$ cat src/rtl/sram_seq_pkg.sv
package sram_seq_pkg;
  typedef enum logic [2:0] {
    ST_IDLE  = 3'd0,
    ST_SETUP = 3'd1,
    ST_ENA   = 3'd2,
    ST_ACC   = 3'd3,
    ST_RCS   = 3'd4,
    ST_FIN   = 3'd5
  } seq_state_e;
endpackage

$ cat src/rtl/sram_seq_phase_cnt.sv
module sram_seq_phase_cnt #(
  parameter int CNT_W = 8
) (
  input  logic             clk,
  input  logic             rst_n,
  input  logic             load,
  input  logic [CNT_W-1:0] load_val,
  output logic             expired
);
  logic [CNT_W-1:0] cnt_q, cnt_d;

  always_comb begin
    cnt_d = cnt_q;
    if (load)
      cnt_d = load_val;
    else if (cnt_q != '0)
      cnt_d = cnt_q - 1'b1;
  end

  always_ff @(posedge clk or negedge rst_n) begin
    if (!rst_n) cnt_q <= '0;
    else        cnt_q <= cnt_d;
  end

  assign expired = (cnt_q == '0);
endmodule

$ cat src/rtl/sram_seq_ctrl.sv
module sram_seq_ctrl
  import sram_seq_pkg::*;
#(
  parameter int CNT_W = 8
) (
  input  logic             clk,
  input  logic             rst_n,
  input  logic             req_valid,
  input  logic             req_write,
  input  logic [CNT_W-1:0] setup_cyc,
  input  logic [CNT_W-1:0] hold_cyc,
  input  logic [CNT_W-1:0] rd_cyc,
  input  logic [CNT_W-1:0] wr_cyc,
  input  logic             expired,
  output logic             cnt_load,
  output logic [CNT_W-1:0] cnt_val,
  output logic             accept,
  output logic             is_write,
  output seq_state_e       state
);
  seq_state_e       state_d;
  logic [CNT_W-1:0] hold_q, acc_q;
  logic             wr_q;

  assign accept = (state == ST_IDLE) && req_valid;

  always_comb begin
    state_d  = state;
    cnt_load = 1'b0;
    cnt_val  = '0;
    unique case (state)
      ST_IDLE: if (req_valid) begin
        state_d  = ST_SETUP;
        cnt_load = 1'b1;
        cnt_val  = setup_cyc;
      end
      ST_SETUP: if (expired) begin
        state_d  = ST_ENA;
        cnt_load = 1'b1;
        cnt_val  = hold_q;
      end
      ST_ENA: if (expired) begin
        state_d  = ST_ACC;
        cnt_load = 1'b1;
        cnt_val  = acc_q;
      end
      ST_ACC:  if (expired) state_d = ST_RCS;
      ST_RCS:  state_d = ST_FIN;
      ST_FIN:  state_d = ST_IDLE;
      default: state_d = ST_IDLE;
    endcase
  end

  always_ff @(posedge clk or negedge rst_n) begin
    if (!rst_n) state <= ST_IDLE;
    else        state <= state_d;
  end

  always_ff @(posedge clk or negedge rst_n) begin
    if (!rst_n) begin
      hold_q <= '0;
      acc_q  <= '0;
      wr_q   <= 1'b0;
    end else if (accept) begin
      hold_q <= hold_cyc;
      acc_q  <= req_write ? wr_cyc : rd_cyc;
      wr_q   <= req_write;
    end
  end

  assign is_write = wr_q;
endmodule

$ cat src/rtl/sram_seq_strobe.sv
module sram_seq_strobe
  import sram_seq_pkg::*;
(
  input  seq_state_e state,
  input  logic       is_write,
  input  logic       expired,
  output logic       cs_n,
  output logic       we_n,
  output logic       oe_n,
  output logic       bus_drive,
  output logic       capture,
  output logic       done
);
  logic en_on;

  always_comb begin
    en_on     = (state == ST_ENA) || (state == ST_ACC) || (state == ST_RCS);
    cs_n      = !(state == ST_ACC);
    we_n      = !(en_on && is_write);
    oe_n      = !(en_on && !is_write);
    bus_drive = is_write && (state != ST_IDLE) && (state != ST_FIN);
    capture   = (state == ST_ACC) && expired && !is_write;
    done      = (state == ST_FIN);
  end
endmodule

$ cat src/rtl/sram_seq.sv
module sram_seq
  import sram_seq_pkg::*;
#(
  parameter int ADDR_W = 16,
  parameter int DATA_W = 16,
  parameter int CNT_W  = 8
) (
  input  logic              clk,
  input  logic              rst_n,
  input  logic              req_valid,
  input  logic              req_write,
  input  logic [ADDR_W-1:0] req_addr,
  input  logic [DATA_W-1:0] req_wdata,
  input  logic [CNT_W-1:0]  setup_cyc,
  input  logic [CNT_W-1:0]  hold_cyc,
  input  logic [CNT_W-1:0]  rd_cyc,
  input  logic [CNT_W-1:0]  wr_cyc,
  output logic              done,
  output logic [DATA_W-1:0] rd_data,
  output logic [ADDR_W-1:0] mem_addr,
  output logic [DATA_W-1:0] mem_dq_out,
  output logic              mem_dq_oe,
  input  logic [DATA_W-1:0] mem_dq_in,
  output logic              mem_cs_n,
  output logic              mem_we_n,
  output logic              mem_oe_n
);
  localparam int SYNC_STAGES = 2;

  logic [SYNC_STAGES-1:0] rst_pipe;
  logic                   rst_int_n;

  always_ff @(posedge clk or negedge rst_n) begin
    if (!rst_n) rst_pipe <= '0;
    else        rst_pipe <= {rst_pipe[SYNC_STAGES-2:0], 1'b1};
  end
  assign rst_int_n = rst_pipe[SYNC_STAGES-1];

  seq_state_e       state;
  logic             expired, cnt_load, accept, is_write, capture, bus_drive;
  logic [CNT_W-1:0] cnt_val;
  logic             cs_raw, we_raw, oe_raw;

  sram_seq_ctrl #(.CNT_W(CNT_W)) u_ctrl (
    .clk       (clk),
    .rst_n     (rst_int_n),
    .req_valid (req_valid),
    .req_write (req_write),
    .setup_cyc (setup_cyc),
    .hold_cyc  (hold_cyc),
    .rd_cyc    (rd_cyc),
    .wr_cyc    (wr_cyc),
    .expired   (expired),
    .cnt_load  (cnt_load),
    .cnt_val   (cnt_val),
    .accept    (accept),
    .is_write  (is_write),
    .state     (state)
  );

  sram_seq_phase_cnt #(.CNT_W(CNT_W)) u_cnt (
    .clk      (clk),
    .rst_n    (rst_int_n),
    .load     (cnt_load),
    .load_val (cnt_val),
    .expired  (expired)
  );

  sram_seq_strobe u_strobe (
    .state     (state),
    .is_write  (is_write),
    .expired   (expired),
    .cs_n      (cs_raw),
    .we_n      (we_raw),
    .oe_n      (oe_raw),
    .bus_drive (bus_drive),
    .capture   (capture),
    .done      (done)
  );

  // Strobes are forced inactive the moment reset is applied.
  assign mem_cs_n  = cs_raw | ~rst_int_n;
  assign mem_we_n  = we_raw | ~rst_int_n;
  assign mem_oe_n  = oe_raw | ~rst_int_n;
  assign mem_dq_oe = bus_drive & rst_int_n;

  logic [ADDR_W-1:0] addr_q;
  logic [DATA_W-1:0] wdata_q, rdata_q;

  always_ff @(posedge clk or negedge rst_int_n) begin
    if (!rst_int_n) begin
      addr_q  <= '0;
      wdata_q <= '0;
    end else if (accept) begin
      addr_q  <= req_addr;
      wdata_q <= req_wdata;
    end
  end

  always_ff @(posedge clk or negedge rst_int_n) begin
    if (!rst_int_n)   rdata_q <= '0;
    else if (capture) rdata_q <= mem_dq_in;
  end

  assign mem_addr   = addr_q;
  assign mem_dq_out = wdata_q;
  assign rd_data    = rdata_q;
endmodule

$ cat config.mk
export PLATFORM = sky130hd
export DESIGN_NAME = sram_seq
export DESIGN_NICKNAME = d
export VERILOG_FILES = /design/src/rtl/sram_seq_pkg.sv /design/src/rtl/sram_seq_phase_cnt.sv /design/src/rtl/sram_seq_ctrl.sv /design/src/rtl/sram_seq_strobe.sv /design/src/rtl/sram_seq.sv
export SDC_FILE = /design/constraint.sdc
export NUM_CORES = 1
export LEC_CHECK = 0
export CAP_MARGIN = 10
export CORE_ASPECT_RATIO = 1.5
export CORE_MARGIN = 1
export CORE_UTILIZATION = 44
export DETAILED_ROUTE_END_ITERATION = 10
export GPL_ROUTABILITY_DRIVEN = 0
export MAX_ROUTING_LAYER = met4
export PLACE_DENSITY = 0.81
export SLEW_MARGIN = 0
export SYNTH_ARGS = -nofsm -noshare
export SYNTH_HDL_FRONTEND = slang
export SYNTH_SLANG_ARGS = --single-unit
export TNS_END_PERCENT = 1
$ cat constraint.sdc
create_clock -name clk -period 4.25 [get_ports clk]
set_input_delay 1.0625 -clock clk [delete_from_list [all_inputs] [get_ports clk]]
set_output_delay 1.0625 -clock clk [all_outputs]
set_load 0.05 [all_outputs]
# After elaboration in Yosys (flattened, before gate mapping)

Cells that the tools add are included.

Bitwise gates (word level): 5
Reductions and logical operators: 20
Add/sub/neg operators: 1
Equality and inequality tests: 10
Mux-type cells: 15

Operators with widths:

| operator                                                           | number |
|---|---|
| 8-bit 2-to-1 mux                                                   | 6 |
| 8-bit one-hot mux with 3 select lines                              | 1 |
| 3-bit one-hot mux with 5 select lines                              | 1 |
| 3-bit 2-to-1 mux                                                   | 4 |
| 8-bit logical NOT                                                  | 1 |
| 8-bit nonzero test                                                 | 1 |
| 8-bit by 1-bit subtractor with 8-bit output, second input constant | 1 |
| 1-bit logical AND                                                  | 7 |
| 3-bit by 2-bit == test with 1-bit output, second input constant    | 2 |
| 3-bit == test, second input constant                               | 2 |
| 2-bit by 1-bit != test with 1-bit output, second input constant    | 3 |
| 1-bit logical NOT                                                  | 4 |
| 4-bit AND reduction                                                | 1 |
| 3-bit by 1-bit == test with 1-bit output, second input constant    | 1 |
| 3-bit logical NOT                                                  | 1 |
| 3-bit != test, second input constant                               | 1 |
| 1-bit OR                                                           | 3 |
| 3-bit nonzero test                                                 | 1 |
| 1-bit logical OR                                                   | 2 |
| 1-bit 2-to-1 mux                                                   | 2 |
| 2-bit != test, second input constant                               | 1 |
| 1-bit one-hot mux with 2 select lines                              | 1 |
| 2-bit nonzero test                                                 | 1 |
| 2-bit OR reduction                                                 | 1 |
| other kinds (2)                                                    | 2 |

Word-level logic and storage cells: 60
Output and inout port bits: 53
Input bits: 84
Register bits: 78

# Depth between registers and ports, before layout

Gate-level depths: netlist of run 1.

Word-level depth: 6
Gate-level depth with buffers: 8
Depth with buffers taken out: 6

# By module

Synthesis of run 1 repeated with hierarchy kept, for this count alone.

Cells, all modules: 278
Area, all modules: 3679.8 um^2

Modules (own cells, without submodules):

| module             | seq. area each (um^2) | cells each | times used | area each (um^2) |
|---|---|---|---|---|
| sram_seq           | 1251.2                | 109        | 1          | 2073.2 |
| sram_seq_ctrl      | 500.5                 | 106        | 1          | 1057.3 |
| sram_seq_phase_cnt | 200.2                 | 54         | 1          | 476.7 |
| sram_seq_strobe    | 0.0                   | 9          | 1          | 72.6 |

# Least setup slack after synthesis of run 1

No wires, ideal clock.

Path type: flip-flop to output port
Start point: register rst_pipe[1]
End point: output port mem_we_n
Cell stages (with the launch flop): 2
Path buffers: 0
Data arrival time: 2982 ps
Path slack: 205 ps
Data required time: 3188 ps
Cell sequence: dfrtp_1 > nand3_1

Word-level cells in the longest chain between the ends: 2

Ends and longest elaborated chain:

| what                     | line           | RTL |
|---|---|---|
| start: declaration       | sram_seq.sv:30 | `logic [SYNC_STAGES-1:0] rst_pipe;` |
| start signal: assignment | sram_seq.sv:35 | `else rst_pipe <= {rst_pipe[SYNC_STAGES-2:0], 1'b1};` |
| 1-bit NOT                | sram_seq.sv:83 | `assign mem_we_n = we_raw \| ~rst_int_n;` |
| 1-bit OR                 | sram_seq.sv:83 |  |
| end: declaration         | sram_seq.sv:25 | `output logic mem_we_n,` |

Every way passes these cells.

# Worst setup path after layout of run 1

Start point: register u_ctrl.state[0]
End point: output port done

Word-level cells in the longest chain between the ends: 1

Ends and longest elaborated chain:

| what                     | line                  | RTL |
|---|---|---|
| start: declaration       | sram_seq_ctrl.sv:19   | `output seq_state_e state` |
| start signal: assignment | sram_seq_ctrl.sv:56   | `else state <= state_d;` |
| 3-bit == test            | sram_seq_strobe.sv:23 | `done = (state == ST_FIN);` |
| end: declaration         | sram_seq.sv:18        | `output logic done,` |

Every way passes these cells.

==> out/qor.tcl, run 1 <==
set qor(outcome) {complete, no violations}
set qor(worst_slew_pin_slew_ps) 829
set qor(final-max-slew-violation-count) 0
set qor(non_filler_cells_final) 507
set qor(route.detailed.drc) 0
set qor(setup.worst_path.end_class) {output pin}
set qor(place.port_buffers) 136
set qor(vias_in_the_first_global_route) 2895
set qor(total_die_area_um2) 8340
set qor(drt-total-wl_um) 8510
set qor(max_stage_delay_ps) 800
set qor(routed_wire_length_per_instance_um) 16.8
set qor(synth.area.mux_share_pct) 22.2
set qor(syn-cell-area_um2) 3510
set qor(post_synth_and_or_nand_nor_area_fraction_pct) 8.32
set qor(synth_top_family_by_area) {multiplexers}
set qor(clk_path_buf_depth) 2
set qor(ys_seq_area_share_pct) 55.7
set qor(design.portCount) 137
set qor(die_w_um) 74.9
set qor(cts_setup_buffers) 0
set qor(report.power.total_mw) 3.80
set qor(dpl_cell_area_um2) 4950
set qor(min-delay-path-class) {flop to async pin}
set qor(first_iter_violations) 151
set qor(drt_first_pass_iters) 6
set qor(yosys_register_bits) 78
set qor(global_route.usage.total_pct) 22.8
set qor(timing.max_cap.violations) 0
set qor(synth_compound_area_share_pct) 8.10
set qor(drive_gt1_share_pct) 20.7
set qor(ys_types) 44
set qor(timing.critical_path.required_ps) 3190
set qor(timing.critical_path.max_delay_family) {buffers and inverters}
set qor(path_clk_slew_ps) 60
set qor(cts_buffers) 9
set qor(timing.setup.critical_path_class) {flop to output pin}
set qor(floorplan.rows) 39
set qor(grt_max_degree) 50
set qor(vias) 2590
set qor(floorplan.initialDensity_pct) 45.8
set qor(synth.yosys.warnings) 0
set qor(dpl.cell_count) 491
set qor(clock_sink_count) 78
set qor(fill_cells) 597
set qor(period_minus_slack_ps) 3570
set qor(clock_h_tree_levels) 3
set qor(cts_tree) {done}
set qor(area_growth_syn_to_layout_pct) 49.0
set qor(hold_viol) 0
set qor(fin_crit_sh_pct) 83.9
set qor(cp_max_fo) 13
set qor(power_density_nw_per_um2) 727
set qor(final-setup-viol-count) 0
set qor(arrival_time_at_the_worst_endpoint_ps) 2500
set qor(place.detailed.hpwl_um) 6260
set qor(residual_overflow_from_global_routing) 0
set qor(antennaDiodeCount) 0
set qor(grt_pass1_wl_um) 13700
set qor(peak_freq_ghz) 0.280
set qor(synth_nets) 350
set qor(layout.cell_area.non_filler_um2) 5220
set qor(cellLeakagePower_nw) 2.23
set qor(ctsResizeCount) 0
set qor(fin_worst_skew_ps) 6.28
set qor(rsz0062_at_grt) {false}
set qor(clock_insertion_delay_worst_skew_ps) 330
set qor(cp_slowest_cell) {clkdlybuf4s50_1}
set qor(cp_cell_sequence) {nor2b_1 > and2_1 > clkdlybuf4s50_1}
set qor(synth.avg_cell_area_um2) 13.3
set qor(synth_cells) 264
set qor(vdd_ir_drop_max_mv) 0.439
set qor(grt_antenna_before_repair) 0
set qor(relSlewSlack_pct) 44.8
set qor(post_cts_hold_buffer_count) 0
set qor(final_setup_margin_ps) 683
set qor(coreArea_um2) 7660
set qor(yosys.area_share.adder_pct) 0.714
set qor(xor_and_xnor_area_share_after_synthesis_pct) 1.75
set qor(detail-route-antenna-nets) 0
set qor(detailedPlace.worstSlack_ps) 1050
set qor(critPathBufInv) 1
set qor(floorplan.die.height_um) 111
set qor(ctsRootBufferMaster) {clkbuf_16}
set qor(vias_per_cell) 5.11
set qor(finish.net_count) 486
set qor(crit_path_start_kind) {flop}
set qor(setup_total_negative_slack_ps) 0
synthesized netlist by cell type, drive strengths merged:
library cell	number	area, um2
nand2b	3	18.8
or3	3	18.8
a211oi	3	27.5
clkbuf	4	15.0
nand3b	1	7.51
a41oi	1	8.76
mux2i	10	100
nor2	12	45.0
nand4	1	6.26
or3b	1	8.76
nor3b	3	27.5
a41o	1	10.0
o31ai	1	7.51
inv	5	18.8
nand2	6	25.0
and2	3	18.8
nor4b	1	15.0
a221oi	4	35.0
mux2	57	679
xnor2	4	35.0
nand3	4	20.0
a22o	8	70.1
a21oi	13	65.1
and4	1	8.76
o21ai	6	30.0
buf	11	75.1
nor4	2	27.5
conb	1	3.75
a22oi	3	22.5
nor2b	3	18.8
dfrtp	78	1950
o211ai	1	7.51
nor3	2	10.0
or4	2	15.0
xor2	3	26.3
ha	2	25.0
registers in the layout (all words and copies together) (netlist names):
register and count:
rst_pipe 2, rd_data 16, u_ctrl.hold_q 8, u_ctrl.acc_q 8, mem_dq_out 16, mem_addr 16
u_ctrl.state 3, u_ctrl.is_write 1, u_cnt.cnt_q 8
layout by cell type (no fill, tap or decap), drive strengths merged, types with 3 or more instances in the layout:
master,n
nor2b,3
nand2b,3
clkdlybuf4s50,136
or3,3
and2,3
a21oi,13
clkbuf,10
o21ai,6
a221oi,4
a22oi,3
xor2,3
clkinv,3
clkinvlp,3
nand3,4
a22o,8
xnor2,4
mux2i,10
inv,5
nand2,6
buf,4
a211oi,3
dfrtp,78
nor3b,3
mux2,57
nor2,12
final timing paths:
| check | from | to | cells past startpoint | slack (ps) |
|---|---|---|---|---|
| max in group asynchronous | rst_pipe[1] | u_cnt.cnt_q[6] | 1 | 3020 |
| setup / recovery | u_ctrl.state[0] | done | 3 | 680 |
| hold / removal | rst_pipe[1] | mem_addr[9] | 0 | 250 |
| hold reg to reg | rst_pipe[1] | mem_addr[9] | 0 | 250 |
| min in group clk | rst_pipe[0] | rst_pipe[1] | 0 | 360 |
| setup reg to reg | u_cnt.cnt_q[0] | rd_data[15] | 6 | 1770 |
power by group:
group,internal (mW),switching (mW),leakage [nW]
registers,1.05,0.233,0.953
clock network,0.408,0.298,0.130
logic,0.751,1.06,1.15
metrics by stage:
| stage | hold WS (ps) | util [%] |
|---|---|---|
| finish | 255 | 68.2 |
| global route | 300 | 68.2 |
| CTS | 274 | 68.2 |
| detailed placement | 271 | 64.6 |
| global placement | 266 | 64.6 |
| floorplan | 331 | - |
final cells by class:
class | count | area (um2) | share of cell area [%]
flip-flops and latches | 78 | 1960 | 37.4
multi-input cells | 166 | 1450 | 27.8
repair buffers | 140 | 1390 | 26.6
clock buffers | 10 | 239 | 4.57
well taps | 102 | 128 | 2.44
clock inverters | 6 | 37.5 | 0.719
inverters | 5 | 18.8 | 0.359
per-layer routing:
metal / wire, um / vias to the layer above / global-route usage (%)
met3: 400 / 13 / 5.18
met4: 192 / 0 / 9.06
met2: 4630 / 86 / 39.0
met5: 0 / - / -
met1: 3280 / 1270 / 24.9
li1: - / 1221 / -
kinds of logic (layout without fill, tap and decap cells):
family | Yosys count | count (layout)
flops | 78 | 78
mux | 67 | 67
simple gates | 48 | 48
compound gates | 41 | 41
buf+inv | 20 | 161
xor+xnor | 7 | 7
fa+ha+maj | 2 | 2
other cells | 1 | 1
(Power assumes the default switching activity.)
==> run 2, diff against run 1 <==
==> constraint.sdc (replaced) <==
create_clock -name clk -period 3.7 [get_ports clk]
set_input_delay 0.925 -clock clk [delete_from_list [all_inputs] [get_ports clk]]
set_output_delay 0.925 -clock clk [all_outputs]
set_load 0.05 [all_outputs]
==> run 2 against run 1 <==
Net effect: setup slack lost 160 ps; critical path depth grew 2; hold slack worse by 2.9 ps; non-clock buffer count unchanged; wire length down 1.0%; critical endpoint is now mem_oe_n; critical path type unchanged.
==> out/qor.tcl, run 2 (synthesis results as in run 1) <==
set qor(outcome) {complete, no violations}
set qor(clk_path_buf_depth) 2 ;# unchanged
set qor(layout.cell_area.non_filler_um2) 5320 ;# +1.9%
set qor(layout.cells.most_common) {clkdlybuf4s50_1}
set qor(cellLeakagePower_nw) 2.28 ;# +2.2%
set qor(power_density_nw_per_um2) 869 ;# +20%
set qor(grt_pass1_wl_um) 13600 ;# -1.2%
set qor(global_route.usage.total_pct) 22.4 ;# -0.43 points
set qor(fin_crit_sh_pct) 85.8
set qor(worst_slew_pin_slew_ps) 851 ;# +22.8 ps
set qor(grt_max_degree) 55 ;# +10%
set qor(peak_freq_ghz) 0.315
set qor(total_die_area_um2) 8340 ;# unchanged
set qor(final-max-slew-violation-count) 0 ;# unchanged
set qor(antennaDiodeCount) 0 ;# unchanged
set qor(gr_layer_usage_met1_pct) 24.1 ;# -0.73 points
set qor(detail-route-antenna-nets) 0 ;# unchanged
set qor(vias_in_the_first_global_route) 2963 ;# +2.3%
set qor(ctsResizeCount) 0 ;# unchanged
set qor(fraction_of_the_core_area_covered_by_cells_at_the_end_of_the_flow_pct) 69.5 ;# +1.3 points
set qor(route.detailed.drc) 0 ;# unchanged
set qor(reg2reg_slack_ps) 1200 ;# -570 ps
set qor(hold_viol) 0 ;# unchanged
set qor(place.port_buffers) 136 ;# unchanged
set qor(mostFrequentLayoutCells) {clkdlybuf4s50_1 (136), dfrtp_1 (77), mux2_2 (47)}
set qor(floorplan.rows) 39 ;# unchanged
set qor(die_w_um) 74.9 ;# unchanged
set qor(floorplan.initialDensity_pct) 45.8 ;# unchanged
set qor(reg_area_um2) 1960 ;# unchanged
set qor(clock_insertion_delay_worst_skew_ps) 330 ;# about the same
set qor(cp_max_fo) 13 ;# unchanged
set qor(drt-total-wl_um) 8420 ;# -1.0%
set qor(period_minus_slack_ps) 3180
set qor(vias) 2652 ;# +2.4%
set qor(crit_path_start_kind) {flop}
set qor(cts_buffers) 9 ;# unchanged
set qor(design.portCount) 137 ;# unchanged
set qor(area_taken_by_multi_input_logic_gates_um2) 1450 ;# unchanged
set qor(place.detailed.hpwl_um) 6150 ;# -1.7%
set qor(vdd_ir_drop_max_mv) 0.595 ;# +35%
set qor(area_growth_syn_to_layout_pct) 51.8
set qor(relSlewSlack_pct) 43.2 ;# -1.5 points
set qor(grt_antenna_before_repair) 0 ;# unchanged
set qor(fin_worst_skew_ps) 4.20 ;# -2.08 ps
set qor(setup_total_negative_slack_ps) 0 ;# unchanged
set qor(vias_per_cell) 5.24 ;# +2.6%
set qor(drive_gt1_share_pct) 20.3 ;# -0.44 points
set qor(setup.worst_path.end_class) {output pin}
set qor(dpl_cell_area_um2) 4960 ;# +0.25%
set qor(cts_tree) {done}
set qor(min-delay-path-class) {flop to async pin}
set qor(most_used_routing_layer) {met2}
set qor(arrival_time_at_the_worst_endpoint_ps) 2250 ;# -250 ps
set qor(coreArea_um2) 7660 ;# unchanged
set qor(timing.critical_path.required_ps) 2770 ;# -420 ps
set qor(grt_use_met3_pct) 3.00 ;# -2.2 points
set qor(rsz0062_at_grt) {false}
set qor(ctsRootBufferMaster) {clkbuf_16}
set qor(fill_cells) 592 ;# -0.84%
set qor(post_cts_hold_buffer_count) 0 ;# unchanged
set qor(global_route.usage.met2_pct) 37.5 ;# -1.5 points
set qor(timing.setup.critical_path_class) {flop to output pin}
set qor(drt_first_pass_iters) 4 ;# -2
set qor(path_clk_slew_ps) 60 ;# about the same
set qor(finish.net_count) 486 ;# unchanged
set qor(timing.max_cap.violations) 0 ;# unchanged
set qor(floorplan.die.height_um) 111 ;# unchanged
set qor(clock_h_tree_levels) 3 ;# unchanged
set qor(cts_setup_buffers) 0 ;# unchanged
set qor(routed_wire_length_per_instance_um) 16.6 ;# -0.80%
set qor(first_iter_violations) 157 ;# +4.0%
set qor(clock_sink_count) 78 ;# unchanged
set qor(residual_overflow_from_global_routing) 0 ;# unchanged
set qor(final-setup-viol-count) 0 ;# unchanged
run 2: changes by cell type in the layout (fill, tap and decap cells not counted):
cell,delta
buf_12,+1
buf_4,-1
bufinv_16,+4
clkbuf_1,+1
clkinv_2,-3
clkinvlp_4,-3
run 2: layout make-up:
class / count / area share [%]
clock buffer: 11 / 4.56
clock inverter: 4 / 2.26
inverter: 5 / 0.353
multi-input combinational: 166 / 27.3
sequential: 78 / 36.7
tap: 102 / 2.40
timing repair buffer: 140 / 26.4
run 2: power by group:
group | switching [mW] | total [mW] | internal, mW
clock network | 0.319 | 1.06 | 0.742
logic | 1.23 | 2.09 | 0.868
registers | 0.264 | 1.47 | 1.21
run 2: final timing paths:
| path | from | endpoint | cells past startpoint |
|---|---|---|---|
| min reg2reg | rst_pipe[1] | mem_addr[7] | 0 |
| max in group asynchronous | rst_pipe[1] | mem_addr[4] | 1 |
| max | u_ctrl.state[0] | mem_oe_n | 5 |
| min | rst_pipe[1] | mem_addr[7] | 0 |
| max reg2reg | u_cnt.cnt_q[0] | rd_data[0] | 6 |
| min in group clk | rst_pipe[0] | rst_pipe[1] | 0 |
run 2: through the flow:
stage | worst slack [ps] | hold WS [ps] | cells | total power [mW]
final | 524 | 252 | 506 | 4.62
after CTS | 526 | 264 | 506 | 4.66
after detailed placement | 889 | 259 | 491 | 3.57
after floorplan | 616 | 331 | 264 | 2.85
after global placement | 922 | 257 | 491 | 3.51
after global routing | 377 | 289 | 506 | 4.83
run 2: per-layer routing:
layer,vias to the layer above,share of wire (%)
met5,-,0
met1,1301,38
met2,101,54
met3,26,3.9
met4,0,3.9
li1,1224,-
run 2: critical path, stage by stage (launching register included):
cell and delay [ps]:
dfrtp_1 610, nor2_1 120, nand2_1 110, o21ai_0 140, nand3b_1 140, clkdlybuf4s50_1 810
==> run 3, diff against run 2 <==
--- a/config.mk
+++ b/config.mk
@@ -11,7 +11,6 @@
 export CORE_UTILIZATION = 44
 export DETAILED_ROUTE_END_ITERATION = 10
 export GPL_ROUTABILITY_DRIVEN = 0
-export MAX_ROUTING_LAYER = met4
 export PLACE_DENSITY = 0.81
 export SLEW_MARGIN = 0
 export SYNTH_ARGS = -nofsm -noshare
==> run 3 against run 2 <==
Net effect: non-clock buffer count unchanged; sequential power about the same; fmax about the same; critical endpoint unchanged; highest routed layer unchanged.
==> out/qor.tcl, run 3 (synthesis results as in run 1) <==
set qor(outcome) {complete, no violations}
set qor(clock_insertion_delay_worst_skew_ps) 330 ;# about the same
set qor(residual_overflow_from_global_routing) 0 ;# unchanged
set qor(final-max-slew-violation-count) 0 ;# unchanged
set qor(drt_first_pass_iters) 4 ;# unchanged
set qor(fin_crit_sh_pct) 85.9 ;# about the same
set qor(fin_worst_skew_ps) 4.21 ;# +0.00924 ps
set qor(place.detailed.hpwl_um) 6150 ;# unchanged
set qor(timing.critical_path.required_ps) 2770 ;# about the same
set qor(final-setup-viol-count) 0 ;# unchanged
set qor(setup.worst_path.end_class) {output pin}
set qor(p_int_mw) 2.82 ;# about the same
set qor(ctsResizeCount) 0 ;# unchanged
set qor(mostFrequentLayoutCells) {clkdlybuf4s50_1 (136), dfrtp_1 (77), mux2_2 (47)}
set qor(relSlewSlack_pct) 43.1 ;# -0.13 points
set qor(design.portCount) 137 ;# unchanged
set qor(setup_total_negative_slack_ps) 0 ;# unchanged
set qor(power.switching_mw) 1.81 ;# +0.17%
set qor(global_route.usage.total_pct) 21.7 ;# -0.71 points
set qor(cts_tree) {done}
set qor(floorplan.initialDensity_pct) 45.8 ;# unchanged
set qor(power_switching_share_pct) 39.1 ;# +0.040 points
set qor(grt_max_degree) 55 ;# unchanged
set qor(die_w_um) 74.9 ;# unchanged
set qor(cp_max_fo) 13 ;# unchanged
set qor(clock_h_tree_levels) 3 ;# unchanged
set qor(peak_freq_ghz) 0.315 ;# about the same
set qor(total_die_area_um2) 8340 ;# unchanged
set qor(first_iter_violations) 190 ;# +21%
set qor(clock_sink_count) 78 ;# unchanged
set qor(report.power.total_mw) 4.63 ;# about the same
set qor(power_density_nw_per_um2) 869 ;# about the same
set qor(finish.net_count) 486 ;# unchanged
set qor(clk_path_buf_depth) 2 ;# unchanged
set qor(area_growth_syn_to_layout_pct) 51.8 ;# unchanged
set qor(grt_antenna_before_repair) 0 ;# unchanged
set qor(fraction_of_the_core_area_covered_by_cells_at_the_end_of_the_flow_pct) 69.5 ;# unchanged
set qor(drt-total-wl_um) 8420 ;# about the same
set qor(path_clk_slew_ps) 60 ;# about the same
set qor(pwr-share-seq_pct) 31.8 ;# about the same
set qor(ctsRootBufferMaster) {clkbuf_16}
set qor(crit_path_start_kind) {flop}
set qor(antennaDiodeCount) 0 ;# unchanged
set qor(detail-route-antenna-nets) 0 ;# unchanged
set qor(power.clock.fraction_pct) 23.0 ;# about the same
set qor(cts_setup_buffers) 0 ;# unchanged
set qor(vias_per_cell) 5.26 ;# +0.38%
set qor(post_cts_hold_buffer_count) 0 ;# unchanged
set qor(drive_gt1_share_pct) 20.3 ;# unchanged
set qor(route.detailed.drc) 0 ;# unchanged
set qor(timing.setup.critical_path_class) {flop to output pin}
set qor(period_minus_slack_ps) 3180 ;# +1.98 ps
set qor(vias) 2662 ;# +0.38%
set qor(floorplan.die.height_um) 111 ;# unchanged
set qor(arrival_time_at_the_worst_endpoint_ps) 2250 ;# about the same
set qor(worst_slew_pin_slew_ps) 853 ;# +2.02 ps
set qor(floorplan.rows) 39 ;# unchanged
set qor(vias_in_the_first_global_route) 2959 ;# -0.13%
set qor(cts_buffers) 9 ;# unchanged
set qor(hold_viol) 0 ;# unchanged
set qor(timing.max_cap.violations) 0 ;# unchanged
set qor(share_comb_of_total_power_pct) 45.2 ;# about the same
set qor(rsz0062_at_grt) {false}
set qor(vdd_ir_drop_max_mv) 0.596 ;# +0.14%
set qor(coreArea_um2) 7660 ;# unchanged
set qor(routed_wire_length_per_instance_um) 16.6 ;# about the same
set qor(min-delay-path-class) {flop to async pin}
set qor(place.port_buffers) 136 ;# unchanged
set qor(cellLeakagePower_nw) 2.28 ;# unchanged
set qor(layout.cell_area.non_filler_um2) 5320 ;# unchanged
set qor(grt_pass1_wl_um) 13600 ;# about the same
set qor(dpl_cell_area_um2) 4960 ;# unchanged
set qor(layout.cells.most_common) {clkdlybuf4s50_1}
-- run 3: cell counts in the layout (fill, tap and decap cells not counted) --
Identical to the previous run, type by type.
-- run 3: critical path, stage by stage, from the launching register on --
cell	delay (ps)
dfrtp_1	610
nor2_1	120
nand2_1	110
o21ai_0	150
nand3b_1	140
clkdlybuf4s50_1	810
-- run 3: path summary, 6_finish.rpt --
check	startpoint	end	slack [ps]	cells after the start
setup / recovery	u_ctrl.state[0]	mem_oe_n	520	5
min in group clk	rst_pipe[0]	rst_pipe[1]	350	0
max in group asynchronous	rst_pipe[1]	u_cnt.cnt_q[2]	2490	1
hold reg to reg	rst_pipe[1]	mem_addr[7]	250	0
hold / removal	rst_pipe[1]	mem_addr[7]	250	0
setup reg to reg	u_cnt.cnt_q[0]	rd_data[0]	1210	6
-- run 3: final cells by class --
type / count / area [um2]
inverter: 5 / 18.8
tap: 102 / 128
clock buffer: 11 / 243
sequential: 78 / 1960
fill: 592 / 2340
multi-input combinational: 166 / 1450
clock inverter: 4 / 120
timing repair buffer: 140 / 1400
-- run 3: power groups by stage --
stage               Combinational [mW]  Sequential, mW  Clock [mW]
floorplan                        0.702            2.15           0
global placement                  2.06            1.46           0
detailed placement                2.09            1.48           0
CTS                               2.11            1.47        1.08
global route                      2.20            1.52        1.11
finish                            2.09            1.47        1.06
-- run 3: metrics by stage --
step	hold WS (ps)	setup slack, ps	std cells
2_1_floorplan	331	616	264
3_3_place_gp	257	922	491
3_5_place_dp	259	889	491
4_1_cts	264	526	506
5_1_grt	289	379	506
6_report	252	522	506
-- run 3: metal layers --
layer | vias up | GRT usage (%) | share of wire, %
li1 | 1224 | - | -
met1 | 1304 | 23.2 | 37
met2 | 104 | 37.2 | 54
met3 | 30 | 4.18 | 5.1
met4 | 0 | 14.2 | 4.3
met5 | - | 0 | 0
